File: src/rtl/lpg_pkg.sv
package lpg_pkg;

  typedef enum logic [1:0] {
    GM_OPEN    = 2'd0,
    GM_RETRACE = 2'd1,
    GM_LOWER   = 2'd2,
    GM_NOISE   = 2'd3
  } gate_mode_e;

  // Duration in tenths of a microsecond to reference-clock cycles.
  function automatic int tenths_to_cycles(int tenths, int clk_khz);
    return (tenths * clk_khz) / 10000;
  endfunction

  // First position of a window of the given width centred on centre.
  function automatic int win_lo(int centre, int width);
    return centre - width / 2;
  endfunction

  function automatic logic in_window(int pos, int centre, int width);
    return (pos >= win_lo(centre, width)) && (pos < win_lo(centre, width) + width);
  endfunction

  function automatic gate_mode_e pick_mode(logic noisy, logic vret, logic low_std);
    if (noisy)        return GM_NOISE;
    else if (vret)    return GM_RETRACE;
    else if (low_std) return GM_LOWER;
    else              return GM_OPEN;
  endfunction

endpackage

File: src/rtl/lpg_line_timer.sv
module lpg_line_timer #(
  parameter int POS_W     = 11,
  parameter int LINE_W    = 10,
  parameter int LOW_FIRST = 260,
  parameter int LOW_LAST  = 300
) (
  input  logic              clk,
  input  logic              rst_n,
  input  logic              line_stb,
  input  logic              frame_stb,
  output logic [POS_W-1:0]  pos,
  output logic [LINE_W-1:0] line_cnt,
  output logic              lower_nxt
);

  localparam logic [LINE_W-1:0] LF   = LINE_W'(LOW_FIRST);
  localparam logic [LINE_W-1:0] LL   = LINE_W'(LOW_LAST);
  localparam logic [LINE_W-1:0] LMAX = '1;
  localparam logic [POS_W-1:0]  PMAX = '1;

  logic [LINE_W-1:0] line_nxt;

  always_comb begin
    if (frame_stb)
      line_nxt = '0;
    else if (line_stb && line_cnt != LMAX)
      line_nxt = line_cnt + 1'b1;
    else
      line_nxt = line_cnt;
  end

  assign lower_nxt = (line_nxt >= LF) && (line_nxt <= LL);

  always_ff @(posedge clk or negedge rst_n) begin
    if (!rst_n) begin
      pos      <= '0;
      line_cnt <= '0;
    end else begin
      line_cnt <= line_nxt;
      if (line_stb)
        pos <= '0;
      else if (pos != PMAX)
        pos <= pos + 1'b1;
    end
  end

endmodule

File: src/rtl/lpg_mode_sel.sv
module lpg_mode_sel
  import lpg_pkg::*;
(
  input  logic       clk,
  input  logic       rst_n,
  input  logic       line_stb,
  input  logic       noise_flag,
  input  logic       retrace,
  input  logic       std_lines,
  input  logic       lower_nxt,
  input  logic       tc_force_en,
  input  logic       tc_force_slow,
  input  logic       video_present,
  input  logic       int_composite,
  input  logic       vid_decouple,
  output gate_mode_e mode,
  output logic       tc_slow,
  output logic       pd_boost,
  output logic       loop_closed
);

  logic vret_q;

  always_ff @(posedge clk or negedge rst_n) begin
    if (!rst_n) begin
      mode        <= GM_OPEN;
      tc_slow     <= 1'b0;
      vret_q      <= 1'b0;
      loop_closed <= 1'b1;
    end else if (line_stb) begin
      mode        <= pick_mode(noise_flag, retrace, lower_nxt && std_lines);
      tc_slow     <= tc_force_en ? tc_force_slow : noise_flag;
      vret_q      <= retrace;
      loop_closed <= (int_composite && !vid_decouple) ? video_present : 1'b1;
    end
  end

  assign pd_boost = !tc_slow && vret_q;

endmodule

File: src/rtl/line_pd_gate_ctrl.sv
module line_pd_gate_ctrl #(
  parameter int CLK_KHZ   = 27000,
  parameter int SYNC_POS  = 600,
  parameter int POS_W     = 11,
  parameter int LINE_W    = 10,
  parameter int LOW_FIRST = 260,
  parameter int LOW_LAST  = 300
) (
  input  logic clk,
  input  logic rst_n,
  input  logic line_stb,
  input  logic frame_stb,
  input  logic retrace,
  input  logic std_lines,
  input  logic noise_flag,
  input  logic video_present,
  input  logic tc_force_en,
  input  logic tc_force_slow,
  input  logic int_composite,
  input  logic vid_decouple,
  output logic pd_gate,
  output logic tc_slow,
  output logic pd_boost,
  output logic loop_closed
);
  import lpg_pkg::*;

  localparam int RETRACE_W = tenths_to_cycles(220, CLK_KHZ);
  localparam int LOWER_W   = tenths_to_cycles(120, CLK_KHZ);
  localparam int NOISE_W   = tenths_to_cycles(57, CLK_KHZ);

  logic [POS_W-1:0]  pos;
  logic [LINE_W-1:0] line_cnt;
  logic              lower_nxt;
  gate_mode_e        mode;

  lpg_line_timer #(
    .POS_W(POS_W), .LINE_W(LINE_W), .LOW_FIRST(LOW_FIRST), .LOW_LAST(LOW_LAST)
  ) u_timer (
    .clk(clk), .rst_n(rst_n), .line_stb(line_stb), .frame_stb(frame_stb),
    .pos(pos), .line_cnt(line_cnt), .lower_nxt(lower_nxt)
  );

  lpg_mode_sel u_mode (
    .clk(clk), .rst_n(rst_n), .line_stb(line_stb),
    .noise_flag(noise_flag), .retrace(retrace), .std_lines(std_lines),
    .lower_nxt(lower_nxt), .tc_force_en(tc_force_en), .tc_force_slow(tc_force_slow),
    .video_present(video_present), .int_composite(int_composite),
    .vid_decouple(vid_decouple), .mode(mode), .tc_slow(tc_slow),
    .pd_boost(pd_boost), .loop_closed(loop_closed)
  );

  always_comb begin
    unique case (mode)
      GM_RETRACE: pd_gate = in_window(int'(pos), SYNC_POS, RETRACE_W);
      GM_LOWER:   pd_gate = in_window(int'(pos), SYNC_POS, LOWER_W);
      GM_NOISE:   pd_gate = in_window(int'(pos), SYNC_POS, NOISE_W);
      default:    pd_gate = 1'b1;
    endcase
  end

endmodule

File: config.mk
export PLATFORM = sky130hd
export DESIGN_NAME = line_pd_gate_ctrl
export DESIGN_NICKNAME = d
export VERILOG_FILES = /design/src/rtl/lpg_pkg.sv /design/src/rtl/lpg_line_timer.sv /design/src/rtl/lpg_mode_sel.sv /design/src/rtl/line_pd_gate_ctrl.sv
export SDC_FILE = /design/constraint.sdc
export NUM_CORES = 1
export LEC_CHECK = 0
export ABC_AREA = 1
export ABC_CLOCK_PERIOD_IN_PS = 1650
export BUFFER_PORTS_ARGS = -buffer_cell sky130_fd_sc_hd__buf_2
export CAP_MARGIN = 20
export CORE_MARGIN = 2
export CORE_UTILIZATION = 50
export CTS_CLUSTER_SIZE = 8
export DETAILED_ROUTE_END_ITERATION = 16
export MAX_ROUTING_LAYER = met4
export PLACE_DENSITY = 0.72
export SLEW_MARGIN = 20
export SYNTH_ARGS = -nofsm -noshare
export SYNTH_HDL_FRONTEND = slang
export SYNTH_SLANG_ARGS = --single-unit
File: constraint.sdc
create_clock -name clk -period 1.65 [get_ports clk]
set_input_delay 0.0825 -clock clk [delete_from_list [all_inputs] [get_ports clk]]
set_output_delay 0.0825 -clock clk [all_outputs]
set_load 0.1 [all_outputs]
Word level (Yosys, flattened, before mapping)
Index checks and enable logic that the tools add are counted.

word-level totals
  output and inout bits = 4
  input port bits = 12
  register bits after elaboration = 26

operators by class
  multiplexer cells = 10
  reduce and logical (&&, ||, !) cells = 11
  order comparisons = 8
  add/subtract/negate cells = 2
  equality and inequality tests = 5

operator list
  kind                   count
  $lt 11x10->1 const B   3
  $ge 11x9->1 const B    2
  $mux 11                2
  $mux 10                2
  $add 11x1->11 const B  1
  $ge 11x10->1 const B   1
  $ne 11x11->1 const B   1
  $add 10x1->10 const B  1
  $ge 10x9->1 const B    1
  $le 10x9->1 const B    1
  $ne 10x10->1 const B   1
  $logic_and 1x1->1      8
  $mux 2                 3
  $eq 2x2->1 const B     2
  $pmux 1 s3             1
  $eq 2x1->1 const B     1
  $logic_not 1->1        2
  $mux 1                 2
  $reduce_bool 2->1      1

Longest topological paths before layout
Gate-level depths: netlist of run 1.

  word-level depth = 10
  depth in mapped cells = 14
  gate-level depth less buffers = 13

Modules after synthesis
From an unflattened synthesis of run 1, not the netlist that was laid out.

unflattened totals
  cell total of the unflattened synthesis = 281
  area total of the unflattened synthesis = 1814.2 µm²

by module, submodules not included
  module             area each (µm²)  cells each  instances
  lpg_line_timer     1268.7           175         1
  line_pd_gate_ctrl  314.1            75          1
  lpg_mode_sel       231.5            31          1

Worst setup path before layout of run 1
OpenSTA, ideal clock, no wires.

  path type = register to output
  start point = reg u_timer.pos[1]
  end point = out pd_gate
  setup slack = -0.745 ns
  cell stages (with the launch flop) = 10
  arrival = 2.312 ns
  path through = dfrtp_1 ha_1 inv_1 nor2_2 inv_1 nand4_1 nand4_1 nand4_1 a21oi_1 nor2_1

between the ends
  cells in the longest elaborated chain, start to end = 3
  elaborated cells on any way between the ends = 10

RTL lines
  what                                        line                     RTL
  from (decl)                                 lpg_line_timer.sv:11     output logic [POS_W-1:0] pos,
  from (signal assigned)                      lpg_line_timer.sv:43     pos <= pos + 1'b1;
  $ge 11x10->1, or another cell as far along  lpg_pkg.sv:21            return (pos >= win_lo(centre, width)) && (pos < win_lo(centre, width) + width);
  $logic_and 1x1->1                           lpg_pkg.sv:21
  $pmux 1 s3 (*)                              line_pd_gate_ctrl.sv:54  unique case (mode)
  to (decl)                                   line_pd_gate_ctrl.sv:21  output logic pd_gate,

Mark *: on every way between the ends. The rest lies on a longest branch, timed or not.

Worst setup path in the final report of run 1
  start point = reg u_timer.pos[0]
  end point = out pd_gate

Same word-level chain as after synthesis.

==> metrics.yaml, run 1 <==
critical_path:
  r2r_setup_slack_ns: -0.22
  arrival_ns: 1.85
  cp-end-kind: "primary output"
  crit_type: "reg2out"
  crit_fanout: 3
  critPathRequiredTime_ns: 1.57
  worstSetupStartpointType: "register"
clock_network:
  cts.sinks: 26
  tritoncts: "built"
  clk_latency_ns: 0.34
  numCtsBuffers: 3
  cts_root_buf: "clkbuf_4"
  clk_pin_slew_worst_paths_ns: 0.17
  clock_path_buffers: 2
  h-tree-depth: 1
global_routing:
  gr-total-overflow: 0
  grt_pass1_vias: 1559
  antenna_found_initial: 0
  grt_pass1_wl_mm: 6.837
  grt_usage_pct: 24.96
  grt_max_degree: 27
pwr:
  combPwrFrac_pct: 20.5
  power_leakage_nw: 1.148
  clkPwrFrac_pct: 31.9
  internal_power_w: 0.001018
  power.share.sequential_pct: 47.6
  netSwitchingFraction_pct: 29.92
  p_per_area_nw_per_um2: 633.1
  p_switching_w: 0.0004345
  max-vdd-ir-drop_mv: 0.4622
route:
  dr_total_vias: 1689
  via_per_inst: 5.103
  drc: 0
  firstDrtPassIters: 4
  drt-total-wl_mm: 4.333
  initialDrtViolationCount: 102
  wl_per_cell_um: 13.09
  ant_nets: 0
finish:
  register_area_sq_um: 655.6
  num_antenna_cells: 0
  fillers: 258
  drive_gt1_share_pct: 36.14
  multi_input_area_sq_um: 1010
  final_nets: 301
  area_growth_pct: 36.69
sta:
  slew_headroom_pct: 59.49
  clock.fmax_ghz: 0.5163
  skew_ns: 0.01725
  min_period_over_period_pct: 117.4
  tns_ns: -0.8165
  finalHoldViolCount: 0
  final-max-slew-violation-count: 0
  worst_slew_pin_slew_ns: 0.6077
  setup_slack_ns: -0.2867
  period_needed_ns: 1.937
  setup_violations: 7
  grt_setup_unrepaired: "true"
floorplanning:
  die_h_um: 61.93
  core-area_sq_um: 3284
  die-area_sq_um: 3835
  start_util_pct: 51.09
  rows: 21
  io-pin-count: 16
  die_w_um: 61.93
job:
  max_cap_violations: 0
yosys:
  synth_cell_types: 30
  synth_nets: 250
  ys.warnings.count: 0
  synth_area_sq_um: 1678
  ys_seq_elements: 26
  ys_seq_area_share_pct: 38.85
  syn_inst: 235
  syn_avg_cell_area_sq_um: 7.140
hold_path:
  hold_class: "in2reg"
placement:
  finalWeightedCongestion: 0.9626
  portBuffers: 15
  hpwl_mm: 2.784
  pre_cts_slack_ns: -0.05178
status:
  outcome: "complete, but fails checks"
  violations: "setup timing"
## layout make-up
class	count	area share [%]
multi-input cells	165	44.03
clock buffers	3	0.9820
inverters	41	6.710
well taps	46	2.510
clock inverters	1	1.309
repair buffers	49	15.88
flip-flops and latches	26	28.59
## logic make-up (layout without fill, tap and decap cells)
family          count (synthesis)  count (layout)  synth area share, %
simple gates                  130             131                35.72
buf+inv                        45              94                11.41
compound gates                 27              27                9.621
flops                          26              26                38.85
fa+ha+maj                       3               3                2.237
xor+xnor                        3               3                1.566
mux                             1               1               0.5966
## path summary, 6_finish.rpt
kind	start	endpoint	cells past startpoint
max	u_timer.pos[0]$_DFFE_PN0P_	pd_gate	9
min	tc_force_slow	u_mode.tc_slow$_DFFE_PN0P_	3
max reg2reg	u_timer.pos[1]$_DFFE_PN0P_	u_timer.pos[4]$_DFFE_PN0P_	12
min reg2reg	u_mode.loop_closed$_DFFE_PN1P_	u_mode.loop_closed$_DFFE_PN1P_	2
max in group asynchronous	rst_n	u_timer.pos[1]$_DFFE_PN0P_	2
min in group asynchronous	rst_n	u_timer.pos[0]$_DFFE_PN0P_	2
## power groups by stage
| stage | clock [W] | combinational, W | sequential (W) |
|---|---|---|---|
| finish | 0.000463 | 0.000298 | 0.000692 |
| global route | 0.000498 | 0.000326 | 0.000695 |
| CTS | 0.000469 | 0.000287 | 0.000687 |
| detailed placement | 0 | 0.000265 | 0.000696 |
| global placement | 0 | 0.000263 | 0.000695 |
| floorplan | 0 | 0.000136 | 0.000731 |
## cell usage in the layout (no fill, tap or decap), types with 4 or more instances in the layout
| cell type | netlist | routed |
|---|---|---|
| a21oi_2 | 2 | 7 |
| buf_2 | 0 | 14 |
| buf_4 | 0 | 28 |
| dfrtp_1 | 25 | 22 |
| inv_1 | 39 | 36 |
| inv_2 | 2 | 5 |
| nand2_1 | 55 | 48 |
| nand2_2 | 3 | 8 |
| nand3_1 | 23 | 19 |
| nand3_2 | 3 | 6 |
| nand4_1 | 7 | 7 |
| nor2_1 | 24 | 18 |
| nor2_2 | 5 | 5 |
| nor2_4 | 1 | 7 |
| nor3_1 | 5 | 4 |
| o21ai_0 | 15 | 9 |
| o21ai_1 | 0 | 6 |
## per-layer routing
layer	part of all wire (%)	wire (um)	global-route usage [%]
met4	2.1	91	7.903
met1	45	1967	34.11
met2	49	2109	38.65
met5	0	0	-
met3	3.8	164	3.106
## synth_stat cells (all sizes together)
cell type,number,area share (%)
nand4,7,2.6
dfrtp,25,37
mux2i,1,0.60
and3,1,0.37
o22ai,1,0.37
clkbuf,1,0.22
inv,41,9.2
nor3b,1,0.45
o21ai,15,4.5
nor3,5,1.5
dfstp,1,1.6
xor2,1,0.52
xnor2,2,1.0
a41oi,1,0.52
nand3,26,8.7
nand3b,1,0.45
nand2,58,13
or2,1,0.37
buf,3,2.0
nor2,30,7.9
ha,3,2.2
a22oi,1,0.45
a21oi,9,3.8
## through the flow
step | total power (W) | utilization, % | std cells | hold WS [ns] | area, sq um
after global placement | 0.0009581 | 59.70 | 313 | 0.1247 | 1961
after detailed placement | 0.0009610 | 59.70 | 313 | 0.1348 | 1961
after floorplan | 0.0008665 | - | 235 | -0.2131 | 1693
final | 0.001452 | 69.83 | 331 | 0.01811 | 2293
after global routing | 0.001519 | 69.83 | 331 | 0.009030 | 2293
after CTS | 0.001443 | 67.09 | 329 | 0.01855 | 2203
## registers in the layout (all words and copies together) (netlist names)
register,cells
u_mode.loop_closed,1
u_timer.pos,11
u_mode.mode,2
u_mode.vret_q,1
u_timer.line_cnt,10
u_mode.tc_slow,1
## repair_timing
action | CTS | global route
resized for setup | 28 | 23
setup buffers | 8 | 3
setup endpoints to repair | 2 | 12
gates cloned | 1 | 0
pin swaps | 8 | 19
hold endpoints to repair | 27 | 0
hold buffers | 3 | 0
## worst max-delay path, stage by stage (launching register included)
cell	delay, ns
dfrtp_1	0.45
inv_2	0.10
ha_4	0.13
nand2_2	0.05
nand3_2	0.07
a21oi_2	0.06
o21ai_1	0.16
a41oi_2	0.16
nor2_4	0.15
buf_12	0.18
Note: power is estimated with default switching activity, not from simulation.
==> inputs of run 2 (changes only) <==
--- a/config.mk
+++ b/config.mk
@@ -7,7 +7,7 @@
 export LEC_CHECK = 0
 export ABC_AREA = 1
 export ABC_CLOCK_PERIOD_IN_PS = 1650
-export BUFFER_PORTS_ARGS = -buffer_cell sky130_fd_sc_hd__buf_2
+export BUFFER_PORTS_ARGS = -buffer_cell sky130_fd_sc_hd__buf_4
 export CAP_MARGIN = 20
 export CORE_MARGIN = 2
 export CORE_UTILIZATION = 50
==> metrics.yaml, run 2 (synthesis gave the netlist of run 1 again) <==
placement:
  finalWeightedCongestion: 0.9541
  pre_cts_slack_ns: -0.07102
  hpwl_mm: 2.715
  portBuffers: 15
  dp.cells: 314
critical_path:
  critPathRequiredTime_ns: 1.57
  worstRegToRegCells: 14
  arrival_ns: 1.89
  crit_type: "reg2out"
  worstSetupStartpointType: "register"
  cp-end-kind: "primary output"
  crit_fanout: 3
finish:
  largest_register_ffs: 11
  final_nets: 300
  num_antenna_cells: 0
  layout.cells.non_filler: 330
  drive_gt1_share_pct: 36.27
  largest-register: "u_timer.pos"
  top_regs: "u_timer.pos: 11 flops, u_timer.line_cnt: 10 flops, u_mode.mode: 2 flops"
  area_growth_pct: 38.70
  final_cell_mix: "nand2_1 (50), buf_4 (40), inv_1 (36)"
  final_common_cell: "nand2_1"
hold_path:
  hold_class: "in2reg"
  min_path_cells: 3
sta:
  skew_ns: 0.002569
  setup_slack_ns: -0.3211
  grt_setup_unrepaired: "true"
  finalHoldViolCount: 0
  min_period_over_period_pct: 119.5
  tns_ns: -0.6791
  setup_violations: 7
  final-max-slew-violation-count: 0
  slew_headroom_pct: 73.54
  clock.fmax_ghz: 0.5073
  fin_hold_ws_ns: 0.01759
  period_needed_ns: 1.971
  worst_slew_pin_slew_ns: 0.3964
clock_network:
  h-tree-depth: 1
  clk_pin_slew_worst_paths_ns: 0.16
  cts.sinks: 26
  tritoncts: "built"
  numCtsBuffers: 3
  clk_latency_ns: 0.34
  clock_path_buffers: 2
  cts_root_buf: "clkbuf_4"
status:
  violations: "setup timing"
  outcome: "complete, but fails checks"
global_routing:
  grt_usage_pct: 23.94
  met1_usage_pct: 32.34
  grt_pass1_vias: 1484
  grt_max_degree: 27
  grt_use_met2_pct: 38.50
  gr-max-usage-layer: "met2"
  global_route.usage.met3_pct: 3.106
  grt_pass1_wl_mm: 6.555
  antenna_found_initial: 0
  gr-total-overflow: 0
job:
  max_cap_violations: 0
route:
  firstDrtPassIters: 5
  initialDrtViolationCount: 110
  wl_per_cell_um: 12.27
  drc: 0
  via_per_inst: 4.979
  drt-total-wl_mm: 4.048
  ant_nets: 0
  dr_total_vias: 1643
pwr:
  max-vdd-ir-drop_mv: 0.3834
  power_leakage_nw: 1.155
  p_per_area_nw_per_um2: 629.7
  p_total_w: 0.001465
floorplanning:
  io-pin-count: 16
  die_w_um: 61.93
  die_h_um: 61.93
  die-area_sq_um: 3835
  rows: 21
  start_util_pct: 51.09
  core-area_sq_um: 3284
## run 2: power breakdown
group          switching (W)  total [W]  internal [W]
Clock               0.000218   0.000464      0.000246
Combinational       0.000191   0.000312      0.000121
Sequential         0.0000259   0.000689      0.000664
## run 2: layer usage
layer | vias to the layer above | wire length (um) | part of all wire, %
li1 | 849 | - | -
met1 | 745 | 1909 | 47
met2 | 42 | 1914 | 47
met3 | 7 | 174 | 4.3
met4 | 0 | 50 | 1.2
met5 | - | 0 | 0
## run 2: critical path, stage by stage (launching register included)
cell	delay [ns]
dfrtp_1	0.46
ha_2	0.22
inv_2	0.07
nor2_4	0.04
inv_2	0.04
nand4_1	0.09
nand4_1	0.11
nand4_1	0.10
a21oi_2	0.19
nor2_4	0.05
buf_12	0.16
## run 2: layout make-up
class	count	area, sq um
multi-input cells	165	1016
fillers	259	957.2
flip-flops and latches	26	653.1
repair buffers	48	394.1
inverters	41	153.9
well taps	46	57.56
clock inverters	1	30.03
clock buffers	3	22.52
## run 2: through the flow
stage | utilization (%) | area (sq um)
finish | 70.86 | 2327
detailed placement | 60.61 | 1991
global route | 70.86 | 2327
global placement | 60.61 | 1991
CTS | 66.70 | 2191
floorplan | - | 1693
## run 2: final timing paths
| check | to | from | slack [ns] |
|---|---|---|---|
| min reg2reg | u_mode.loop_closed$_DFFE_PN1P_ | u_mode.loop_closed$_DFFE_PN1P_ | 0.51 |
| max | pd_gate | u_timer.pos[0]$_DFFE_PN0P_ | -0.32 |
| min | u_mode.loop_closed$_DFFE_PN1P_ | vid_decouple | 0.02 |
| max in group asynchronous | u_mode.loop_closed$_DFFE_PN1P_ | rst_n | 1.19 |
| min in group asynchronous | u_timer.line_cnt[6]$_DFF_PN0_ | rst_n | 0.16 |
| max reg2reg | u_timer.pos[9]$_DFFE_PN0P_ | u_timer.pos[0]$_DFFE_PN0P_ | -0.10 |
## run 2: timing repair
item,CTS,global route
setup endpoints to repair,4,11
resized for setup,23,32
hold buffers,4,0
pin swaps,11,19
setup buffers,3,4
cloned,0,1
endpoints found under the hold margin,29,0
